**src/rtl/pllcr_pkg.sv**
```systemverilog
package pllcr_pkg;

    localparam int ADDR_W  = 2;
    localparam int DATA_W  = 8;
    localparam int RANGE_W = 4;

    typedef enum logic [ADDR_W-1:0] {
        OFS_CTRL  = 2'd0,
        OFS_BW    = 2'd1,
        OFS_MUL   = 2'd2,
        OFS_RANGE = 2'd3
    } reg_ofs_e;

    // control register bit positions
    localparam int B_RUN  = 0;
    localparam int B_CSEL = 1;
    localparam int B_IEN  = 2;
    localparam int B_FLAG = 3;
    // bandwidth register bit positions
    localparam int B_AUTO = 0;
    localparam int B_LOCK = 1;

    typedef struct packed {
        logic run;
        logic csel;
        logic ien;
    } ctrl_t;

    localparam ctrl_t CTRL_RST = '{run: 1'b0, csel: 1'b0, ien: 1'b0};

    function automatic logic range_live(input logic [RANGE_W-1:0] r);
        return (r != '0);
    endfunction

    // next clock-select value for a control write
    function automatic logic csel_next(input logic [DATA_W-1:0] wd,
                                       input logic [RANGE_W-1:0] r);
        return wd[B_CSEL] & wd[B_RUN] & range_live(r);
    endfunction

endpackage

```
**src/rtl/pllcr_lock_sync.sv**
```systemverilog
module pllcr_lock_sync #(
    parameter int STAGES = 2
) (
    input  logic clk,
    input  logic rst,
    input  logic lock_in,
    output logic lock_sync,
    output logic lock_chg
);
    logic [STAGES-1:0] stage_q;
    logic              prev_q;

    generate
        for (genvar i = 0; i < STAGES; i++) begin : g_stage
            always_ff @(posedge clk) begin
                if (rst) begin
                    stage_q[i] <= 1'b0;
                end else if (i == 0) begin
                    stage_q[i] <= lock_in;
                end else begin
                    stage_q[i] <= stage_q[(i == 0) ? 0 : i-1];
                end
            end
        end
    endgenerate

    always_ff @(posedge clk) begin
        if (rst) begin
            prev_q <= 1'b0;
        end else begin
            prev_q <= stage_q[STAGES-1];
        end
    end

    assign lock_sync = stage_q[STAGES-1];
    assign lock_chg  = stage_q[STAGES-1] ^ prev_q;

endmodule

```
**src/rtl/pllcr_fields.sv**
```systemverilog
module pllcr_fields
    import pllcr_pkg::*;
#(
    parameter int                  MUL_W     = 8,
    parameter logic [MUL_W-1:0]    MUL_RST   = 1,
    parameter logic [RANGE_W-1:0]  RANGE_RST = 6
) (
    input  logic               clk,
    input  logic               rst,
    input  logic               we,
    input  logic [ADDR_W-1:0]  addr,
    input  logic [DATA_W-1:0]  wdata,
    output ctrl_t              ctrl,
    output logic               auto_mode,
    output logic [MUL_W-1:0]   mul,
    output logic [RANGE_W-1:0] range
);
    ctrl_t              ctrl_q, ctrl_d;
    logic               auto_q, auto_d;
    logic [MUL_W-1:0]   mul_q, mul_d;
    logic [RANGE_W-1:0] range_q, range_d;
    logic               frozen;

    assign frozen = ctrl_q.run;

    always_comb begin
        ctrl_d  = ctrl_q;
        auto_d  = auto_q;
        mul_d   = mul_q;
        range_d = range_q;
        if (we) begin
            case (reg_ofs_e'(addr))
                OFS_CTRL: begin
                    ctrl_d.run  = wdata[B_RUN];
                    ctrl_d.ien  = wdata[B_IEN];
                    ctrl_d.csel = csel_next(wdata, range_q);
                end
                OFS_BW: begin
                    auto_d = wdata[B_AUTO];
                end
                OFS_MUL: begin
                    if (!frozen) begin
                        mul_d = wdata[MUL_W-1:0];
                    end
                end
                OFS_RANGE: begin
                    if (!frozen) begin
                        range_d = wdata[RANGE_W-1:0];
                    end
                end
                default: ;
            endcase
        end
        // a dead range never lets the loop drive the base clock
        if (!range_live(range_d)) begin
            ctrl_d.csel = 1'b0;
        end
    end

    always_ff @(posedge clk) begin
        if (rst) begin
            ctrl_q  <= CTRL_RST;
            auto_q  <= 1'b0;
            mul_q   <= MUL_RST;
            range_q <= RANGE_RST;
        end else begin
            ctrl_q  <= ctrl_d;
            auto_q  <= auto_d;
            mul_q   <= mul_d;
            range_q <= range_d;
        end
    end

    assign ctrl      = ctrl_q;
    assign auto_mode = auto_q;
    assign mul       = mul_q;
    assign range     = range_q;

endmodule

```
**src/rtl/pllcr_flag.sv**
```systemverilog
module pllcr_flag (
    input  logic clk,
    input  logic rst,
    input  logic auto_mode,
    input  logic lock_chg,
    input  logic rd_clr,
    output logic flag
);
    logic flag_q, flag_d;

    always_comb begin
        if (!auto_mode) begin
            flag_d = 1'b0;
        end else if (lock_chg) begin
            flag_d = 1'b1;          // set beats a same-cycle clear
        end else if (rd_clr) begin
            flag_d = 1'b0;
        end else begin
            flag_d = flag_q;
        end
    end

    always_ff @(posedge clk) begin
        if (rst) begin
            flag_q <= 1'b0;
        end else begin
            flag_q <= flag_d;
        end
    end

    assign flag = flag_q;

endmodule

```
**src/rtl/pll_ctrl_regs.sv**
```systemverilog
module pll_ctrl_regs
    import pllcr_pkg::*;
#(
    parameter int                  MUL_W       = 8,
    parameter logic [MUL_W-1:0]    MUL_RST     = 1,
    parameter logic [RANGE_W-1:0]  RANGE_RST   = 6,
    parameter int                  SYNC_STAGES = 2
) (
    input  logic              clk,
    input  logic              rst,
    input  logic [ADDR_W-1:0] bus_addr,
    input  logic              bus_we,
    input  logic              bus_re,
    input  logic [DATA_W-1:0] bus_wdata,
    output logic [DATA_W-1:0] bus_rdata,
    input  logic              lock_async,
    output logic              clk_sel_o,
    output logic              irq_o
);
    ctrl_t              ctrl;
    logic               auto_mode;
    logic [MUL_W-1:0]   mul;
    logic [RANGE_W-1:0] range;
    logic               lock_sync;
    logic               lock_chg;
    logic               flag_raw;
    logic               flag_vis;
    logic               rd_clr;
    logic               pll_run;
    logic               csel_bit;
    logic               ien_bit;
    logic               csel_q;

    pllcr_lock_sync #(.STAGES(SYNC_STAGES)) u_sync (
        .clk       (clk),
        .rst       (rst),
        .lock_in   (lock_async),
        .lock_sync (lock_sync),
        .lock_chg  (lock_chg)
    );

    pllcr_fields #(
        .MUL_W     (MUL_W),
        .MUL_RST   (MUL_RST),
        .RANGE_RST (RANGE_RST)
    ) u_fields (
        .clk       (clk),
        .rst       (rst),
        .we        (bus_we),
        .addr      (bus_addr),
        .wdata     (bus_wdata),
        .ctrl      (ctrl),
        .auto_mode (auto_mode),
        .mul       (mul),
        .range     (range)
    );

    assign rd_clr = bus_re && (reg_ofs_e'(bus_addr) == OFS_CTRL);

    pllcr_flag u_flag (
        .clk       (clk),
        .rst       (rst),
        .auto_mode (auto_mode),
        .lock_chg  (lock_chg),
        .rd_clr    (rd_clr),
        .flag      (flag_raw)
    );

    assign pll_run  = ctrl.run;
    assign csel_bit = ctrl.csel;
    assign ien_bit  = ctrl.ien;
    assign flag_vis = flag_raw & auto_mode;

    always_comb begin
        bus_rdata = '0;
        case (reg_ofs_e'(bus_addr))
            OFS_CTRL: begin
                bus_rdata[B_RUN]  = ctrl.run;
                bus_rdata[B_CSEL] = ctrl.csel;
                bus_rdata[B_IEN]  = ctrl.ien;
                bus_rdata[B_FLAG] = flag_vis;
            end
            OFS_BW: begin
                bus_rdata[B_AUTO] = auto_mode;
                bus_rdata[B_LOCK] = lock_sync;
            end
            OFS_MUL:   bus_rdata[MUL_W-1:0]   = mul;
            OFS_RANGE: bus_rdata[RANGE_W-1:0] = range;
            default:   bus_rdata = '0;
        endcase
    end

    always_ff @(posedge clk) begin
        if (rst) begin
            csel_q <= 1'b0;
        end else begin
            csel_q <= ctrl.csel;
        end
    end

    assign clk_sel_o = csel_q;
    assign irq_o     = flag_vis & ctrl.ien;

endmodule

```
**config.mk**
```make
export PLATFORM = sky130hd
export DESIGN_NAME = pll_ctrl_regs
export DESIGN_NICKNAME = d
export VERILOG_FILES = /design/src/rtl/pllcr_pkg.sv /design/src/rtl/pllcr_lock_sync.sv /design/src/rtl/pllcr_fields.sv /design/src/rtl/pllcr_flag.sv /design/src/rtl/pll_ctrl_regs.sv
export SDC_FILE = /design/constraint.sdc
export NUM_CORES = 1
export LEC_CHECK = 0
export ABC_AREA = 1
export BUFFER_PORTS_ARGS = -buffer_cell sky130_fd_sc_hd__buf_2
export CORE_ASPECT_RATIO = 1.75
export CORE_UTILIZATION = 35
export DETAILED_ROUTE_END_ITERATION = 8
export GPL_ROUTABILITY_DRIVEN = 1
export HOLD_SLACK_MARGIN = 0.05
export PLACE_DENSITY_LB_ADDON = 0.05
export SETUP_SLACK_MARGIN = 0.5
export SLEW_MARGIN = 10
export SYNTH_ARGS = -nofsm -noshare
export SYNTH_HDL_FRONTEND = slang
export SYNTH_SLANG_ARGS = --single-unit
```
**constraint.sdc**
```tcl
create_clock -name clk -period 1.4 [get_ports clk]
set_input_delay 0.28 -clock clk [delete_from_list [all_inputs] [get_ports clk]]
set_output_delay 0.28 -clock clk [all_outputs]
set_load 0.02 [all_outputs]
```
Word level (Yosys, flattened, before mapping). Index checks and enable logic that the tools add are counted.

Flip-flop bits (word level): 21. Latch bits: 0. Bits in writable memories: 0. Memory bits (read-only): 0. Input port bits: 15. Output and inout bits: 10. Logic and storage cells: 40. Memories: 0.

Add/subtract/negate cells: 0. $mul: 0. Div/mod/pow operators: 0. $lt $le $gt $ge: 0. Equality and inequality tests: 3. Shifts and indexed selects: 0. Muxes and demuxes: 8. Bitwise operators: 8. Reduce and logical (&&, ||, !) cells: 10.

Operators with widths (count): 4-bit 2-to-1 mux (4); 2-bit case mux with 4 select lines (1); 4-bit nonzero test (2); 2-bit case mux with 3 select lines (1); 1-bit AND (4); 2-bit == test, second input constant (2); 2-bit AND reduction (2); 2-bit OR reduction (2); 1-bit NOT (3); 3-bit AND reduction (1); 2-bit by 1-bit == test with 1-bit output, second input constant (1); 2-bit logical NOT (1); 1-bit 2-to-1 mux (2); 2-bit nonzero test (1); 1-bit logical AND (1); 1-bit bitwise XOR (1).

Longest topological paths before layout. Gate-level depths: netlist of the first run.

Depth in word-level cells: 6. Gate-level depth with buffers: 8. Depth with buffers taken out: 8.

By module. Synthesis of the first run repeated with hierarchy kept, for this count alone.

Cells, all modules: 155. Area, all modules: 1076.0 µm².

Modules (own cells, without submodules): pllcr_fields (instances 1, cells an instance 97, area an instance 685.7 µm², sequential area each 320.3 µm²); pll_ctrl_regs (instances 1, cells an instance 38, area an instance 245.2 µm², sequential area each 20.0 µm²); pllcr_lock_sync (instances 1, cells an instance 13, area an instance 97.6 µm², sequential area each 60.1 µm²); pllcr_flag (instances 1, cells an instance 7, area an instance 47.5 µm², sequential area each 20.0 µm²).

Least setup slack after synthesis of the first run. Ideal clock, no wire load.

Kind: input port to output port. Start point: in bus_addr[0]. End point: out bus_rdata[0]. Data arrival time: 0.781 ns. Data required time: 1.120 ns. Slack: 0.339 ns. Cell stages on the path: 2. Buffers on the path: 0. Path through: nand2_2 > o2111ai_1.

Longest elaborated chain between the ends: 2. Elaborated cells between the ends (all ways): 5. Those cells by class: eq/ne (3); mux (1); reduce/logical (1).

Ends and longest elaborated chain: start: declaration (line pll_ctrl_regs.sv:11) `input logic [ADDR_W-1:0] bus_addr,`; 2-bit == test (tied with other cells) (line pll_ctrl_regs.sv:76) `case (reg_ofs_e'(bus_addr))`; 2-bit case mux with 4 select lines * (line pll_ctrl_regs.sv:76); end: declaration (line pll_ctrl_regs.sv:15) `output logic [DATA_W-1:0] bus_rdata,`.

Mark *: on every way between the ends. The rest lies on a longest branch, timed or not.

Worst setup path in the final report of the first run. Same ends and word-level chain as after synthesis.

==> metrics, run 1 <==
Worst-Margin Slew ~0.22 ns; Worst EP arrival a little under 1 ns; gp weighted congestion around 0.79; CTS Buf Count 3; max-slew violation count 0; final HPWL from detailed placement between 1.5 and 2 mm; Layout Skew 0.003491 ns; Cells after DPL around 190; crit path time final around 1.3 ns; Layout fillers approximately 250; htree depth 1; # DRC 0; Synthesized Nets approximately 150; Root Buffer Master clkbuf_8; initial antenna violation count 0; total grt overflow 0; PD cells 825.2 nW/um^2; normalized max-slew margin 85.29%; Final Cycle Share about nine tenths; peak supply drop 481.5 uV; layout cell share with drive strength beyond 1 about 66%; Post-Syn Instances about 130; Hold Crit Class primary input to flop; Iteration-0 DRC Markers 14; CTS Sinks 21; Setup violations, final 0; FF+latch count, synth 21; top cell type's share of synthesized area roughly 42%; core region area approximately 2700 um^2; Rows 25; Peak Freq between 700 and 800 MHz; final count of hold timing violations 0; clk_lat worst skew approximately 0.26 ns; DRT Pass-1 Iters 4; critical path type primary input to primary output; Max Cap Viol 0; Die ar. between 3000 and 4000 um^2; Tot GR Track Use a little under a fifth; routed wire length between 2 and 3 mm; TritonCTS clock tree built; crit path max fanout 7; first-pass GRT wire length approximately 4.2 mm; PortBufs 24; unrepaired setup endpoints after global routing true; warnings from Yosys 0; setup_tns 0 ns; die height between 70 and 80 um; post-synthesis sequential area ratio between 40% and 50%; Distinct cells, synth 24; Area contributors post-synth dfxtp_1 (42%), nand2_1 (9.4%), inv_1 (7.2%); CTS Buffer Depth 2; startpoint types primary input; wire per inst roughly 13 um; hold buffer count at CTS 0; Layout Nets around 190; DR vias approximately 1000; Final Non-Filler Cells between 200 and 250; Data required, critical path 1.12 ns; n_diodes 0; total power roughly 1.3 mW; Setup crit end kind primary output; I/O Pins 25; Mean Syn Cell Area ~7.5 um^2; die width between 40 and 50 um; Final ANT Viol Nets 0; area added between synthesis and finish 62.31%; Initial Utilization 37.02%; status finished, final reports clean; via/cell ratio between 4 and 5; Yosys top cell by area dfxtp_1; largest net degree at the start of global routing 13; P_leak ~0.68 nW; number of global-route vias before repair roughly 940; clk slew on worst S/H paths around 0.080 ns; post-synthesis cell area 996.0 um^2
-- layout by cell type (no fill, tap or decap), drive strengths merged --
cell,netlist,layout
a211oi,1,1
a21oi,8,8
buf,3,41
clkbuf,0,3
clkinv,1,3
dfxtp,21,21
inv,22,21
nand2,29,30
nand3,8,8
nand3b,1,1
nand4,1,1
nor2,20,20
nor3,2,2
o2111ai,2,2
o211ai,3,3
o21ai,10,10
xnor2,1,1
-- routing by layer --
layer	up-vias	part of all wire (%)	track usage [%]
li1	514	-	-
met5	-	0	0
met3	5	2.9	2.239
met4	0	1.4	7.292
met2	21	58	33.50
met1	466	38	20.19
-- synth_stat cells --
library cell,count
buf_8,1
a21oi_2,3
nor2_1,18
nand2_4,2
o2111ai_1,2
o21ai_2,4
a211oi_1,1
a21oi_1,5
nand3b_1,1
o211ai_1,3
nand4_1,1
o21ai_0,6
nand2_1,25
nand3_1,8
buf_2,2
clkinv_4,1
nor2_8,1
inv_1,19
dfxtp_1,21
nand2_2,2
nor3_1,2
inv_2,3
nor2_2,1
xnor2_1,1
-- cell type report --
cell class / instances / area (um^2) / area share [%]
Multi-Input combinational cell: 87 / 641.9 / 39.71
Sequential cell: 21 / 442.9 / 27.40
Timing Repair Buffer: 41 / 342.8 / 21.21
Inverter: 23 / 108.9 / 6.734
Clock buffer: 3 / 41.29 / 2.554
Tap cell: 27 / 33.78 / 2.090
Clock inverter: 1 / 5.005 / 0.3096
-- worst max-delay path, stage by stage --
cell       delay, ns
buf_12          0.11
clkinv_4        0.05
nand2_4         0.09
inv_6           0.07
nand2_1         0.08
o2111ai_2       0.12
buf_4           0.18
-- logic make-up (layout without fill, tap and decap cells) --
group	Yosys count	count (layout)	synth area share [%]
DFF	21	21	42.21
and+or+nand+nor	61	62	28.77
buffers and inverters	26	68	11.68
xor gates and xnor gates	1	1	0.8796
AOI/OAI and AO/OA	24	24	16.46
-- repair_timing --
item / CTS / global route
cloned: 1 / 0
buffers inserted: 6 / 6
pin swaps: 9 / 18
setup endpoints to repair: 19 / 25
resized for setup: 49 / 40
-- flip-flops by register name, indices dropped and copies added (netlist names) --
signal              flops
u_sync.lock_sync        1
u_flag.flag             1
u_fields.auto_mode      1
u_fields.ctrl           2
u_fields.mul            8
u_fields.frozen         1
clk_sel_o               1
u_sync.prev_q           1
u_sync.stage_q          1
u_fields.range          4
-- report_power, final --
group,switching (mW),total [mW],leakage [nW],internal [mW]
clock,0.201,0.400,0.0255,0.198
sequential,0.0168,0.640,0.177,0.623
combinational,0.165,0.294,0.483,0.129
total,0.383,1.33,0.685,0.951
-- through the flow --
stage                     util [%]  cell area (um^2)  hold WS, ns  setup WS, ns
final                        60.09              1617       0.2212        0.1357
after global routing         60.09              1617       0.2334       0.07815
after CTS                    54.23              1459       0.2191        0.1340
after detailed placement     45.21              1216       0.4134       0.09467
after global placement       45.21              1216       0.4172       0.09900
after floorplan                  -              1056       0.3870        0.3907
-- path summary, 6_finish.rpt --
kind / endpoint / start / depth (start not counted) / slack, ns
setup / recovery: bus_rdata[0] / bus_addr[0] / 7 / 0.14
hold / removal: u_sync.stage_q[0]$_SDFF_PP0_ / lock_async / 3 / 0.22
setup reg to reg: u_fields.ctrl[1]$_SDFFE_PP0P_ / u_fields.frozen$_SDFFE_PP0P_ / 7 / 0.21
hold reg to reg: u_sync.lock_sync$_SDFF_PP0_ / u_sync.stage_q[0]$_SDFF_PP0_ / 2 / 0.41
No activity file was read; power rests on OpenSTA's default activity.
==> run 2, diff against run 1 <==
ABC_AREA = not set   (was 1)
==> run 2 against run 1 <==
  * The run now ends with setup timing left
  * Setup slack worse by 0.23 ns
  * Non-clock buffer count is 3 higher
  * Maximum frequency is 15% lower
  * Final area is 6.2% lower
  * Area after synthesis is 5.7% lower
  * Highest routed layer unchanged
  * Power is 4.6% lower
  * Clock power hardly changed
  * Die area is 5.5% lower
  * Largest cell class unchanged
  * Clock-buffer cell count is 1 higher
  * Hold slack better by 0.0097 ns
  * Synthesized cell count is 31% lower
  * Largest power group unchanged
==> metrics, run 2 <==
largest net degree at the start of global routing 22; Setup crit end kind primary output; crit path time final about 1.5 ns; asr flop ratio synth 0%; max-slew violation count 0; layout cell share with drive strength beyond 1 60.29%; first-pass GRT wire length between 3 and 4 mm; die width about 41 um; hold depth 2; DRT Pass-1 Iters 4; failing checks setup timing; Initial Utilization a little under two fifths; CTS Sinks 21; clk slew on worst S/H paths around 0.080 ns; wire per inst 15.26 um; Setup violations, final 4; startpoint types flop; Final Cell Area about 1500 um^2; max reg flops 8; Die ar. ~2900 um^2; # DRC 0; final count of hold timing violations 0; cells along the critical path mux4_2 > buf_6; post-synthesis cell area 939.7 um^2; Placed Area ~1100 um^2; Distinct cells, synth 27; Layout fillers between 200 and 250; reg2reg setup slack ~0.15 ns; gp weighted congestion around 0.67; M1 WL around 1 mm; CTS Buffer Depth 2; Final Cycle Share 106.6%; normalized max-slew margin a little under three quarters; Final ANT Viol Nets 0; fin util 60.12%; crit path max fanout 2; Worst Reg-to-Reg Cells 4; Worst-Margin Slew about 0.42 ns; Rows 24; top cell type's share of synthesized area 44.74%; Hold Path End u_sync.stage_q[0]$_SDFF_PP0_; clk_lat worst skew 0.27 ns; Tot GR Track Use approximately 18%; P_leak 0.6748 nW; Worst R2R End u_fields.ctrl[1]$_SDFFE_PP0P_; Final Non-Filler Cells approximately 160; htree depth 1; via/cell ratio roughly 5.2; total power about 1.3 mW; Iteration-0 DRC Markers 16; Peak Freq between 600 and 700 MHz; setup_tns -0.3220 ns; slowest CP cell mux4_2; DR vias about 840; main flop type after synthesis dfxtp_1; area added between synthesis and finish 61.38%; Worst Slack Setup Final -0.09270 ns; WL met3 a little under 100 um; Synthesized Nets between 100 and 150; FF+latch count, synth 21; routed wire length 2.472 mm; Area contributors post-synth dfxtp_1 (45%), mux2i_1 (12%), nor2_1 (5.2%); most common cell after layout, fill and taps aside buf_6; EDFF count, synth 0; initial antenna violation count 0; top-count cell post-synth dfxtp_1; Cells after DPL 145; Post-Syn Instances between 90 and 100; CTS Buf Count 3; PortBufs 24; Layout Skew 0.008531 ns; setup slack at placement -0.05944 ns; Worst EP arrival 1.21 ns; peak supply drop 773.0 uV; Mean Syn Cell Area around 10 um^2; critical path type flop to primary output; commonest non-fill, non-tap cells in the layout buf_6 (16), nor2_1 (13), buf_4 (13), buf_2 (12), dfxtp_1 (12); met2 WL post-DR about 1.3 mm; status finished with violations; Hold Crit Class primary input to flop; top cells by count, synth dfxtp_1 (21), nor2_1 (13), mux2i_1 (11); final HPWL from detailed placement approximately 1.6 mm; Max Used Layer met4; total grt overflow 0; n_diodes 0; post-synthesis sequential area ratio roughly 45%; Data required, critical path about 1.1 ns; Crit path largest cell delay ~0.45 ns; unrepaired setup endpoints after global routing true; number of global-route vias before repair 808; Root Buffer Master clkbuf_8; TritonCTS clock tree built; PD cells approximately 840 nW/um^2; I/O Pins 25; die height roughly 71 um; Worst R2R Start u_fields.range[2]$_SDFF_PP1_; HP Start lock_async; core region area approximately 2500 um^2; warnings from Yosys 0; hold_ws between 0.2 and 0.25 ns; Max Cap Viol 0; Layout Nets ~150; Yosys top cell by area dfxtp_1
==> run 2: cell type report <==
class / instances / area (um^2) / share of cell area (%)
repair buffers: 44 / 402.9 / 26.57
clock buffers: 4 / 45.04 / 2.970
well taps: 26 / 32.53 / 2.145
multi-input cells: 65 / 591.8 / 39.03
inverters: 2 / 7.507 / 0.4951
flip-flops and latches: 21 / 436.7 / 28.80
==> run 2: worst max-delay path: cells and delay by family, from the launching register on <==
kind,cells,cell delay [ns]
multiplexers,1,0.45
flip-flops,1,0.35
buffers and inverters,1,0.15
==> run 2: repair_timing <==
item | 4_1_cts | 5_1_grt
pin swaps | 3 | 9
hold buffers | 0 | 0
buffers inserted | 5 | 6
gates resized for setup | 29 | 34
endpoints found under the setup margin | 26 | 26
gates cloned | 1 | 1
==> run 2: report_power, final <==
| part | leakage, nW | switching, mW | internal, mW | total, mW |
|---|---|---|---|---|
| clock network | 0.0228 | 0.198 | 0.203 | 0.401 |
| logic | 0.478 | 0.104 | 0.140 | 0.244 |
| registers | 0.174 | 0.0115 | 0.617 | 0.628 |
==> run 2: how the worst max path moves through the flow <==
stage | to | startpoint | depth (start not counted)
2_1_floorplan | bus_rdata[3] | bus_addr[0] | 3
3_3_place_gp | bus_rdata[3] | bus_addr[0] | 4
3_5_place_dp | bus_rdata[3] | bus_addr[0] | 4
4_1_cts | bus_rdata[3] | u_fields.mul[3]$_SDFFE_PP0P_ | 3
5_1_grt | bus_rdata[3] | u_fields.mul[3]$_SDFFE_PP0P_ | 3
6_report | bus_rdata[0] | u_fields.frozen$_SDFFE_PP0P_ | 2
==> run 2: cells by family after synthesis <==
family / count (synthesis) / synth area share, %
XOR/XNOR: 1 / 0.9323
flip-flops: 21 / 44.74
buffers and inverters: 7 / 3.463
AO/OA/AOI/OAI: 9 / 7.324
multiplexers: 15 / 18.91
AND/OR/NAND/NOR: 39 / 24.63
==> run 2: per-layer routing <==
layer,track usage (%),vias to the layer above
li1,-,411
met1,21.59,401
met2,28.82,26
met3,3.135,5
met4,11.83,0
met5,0,-
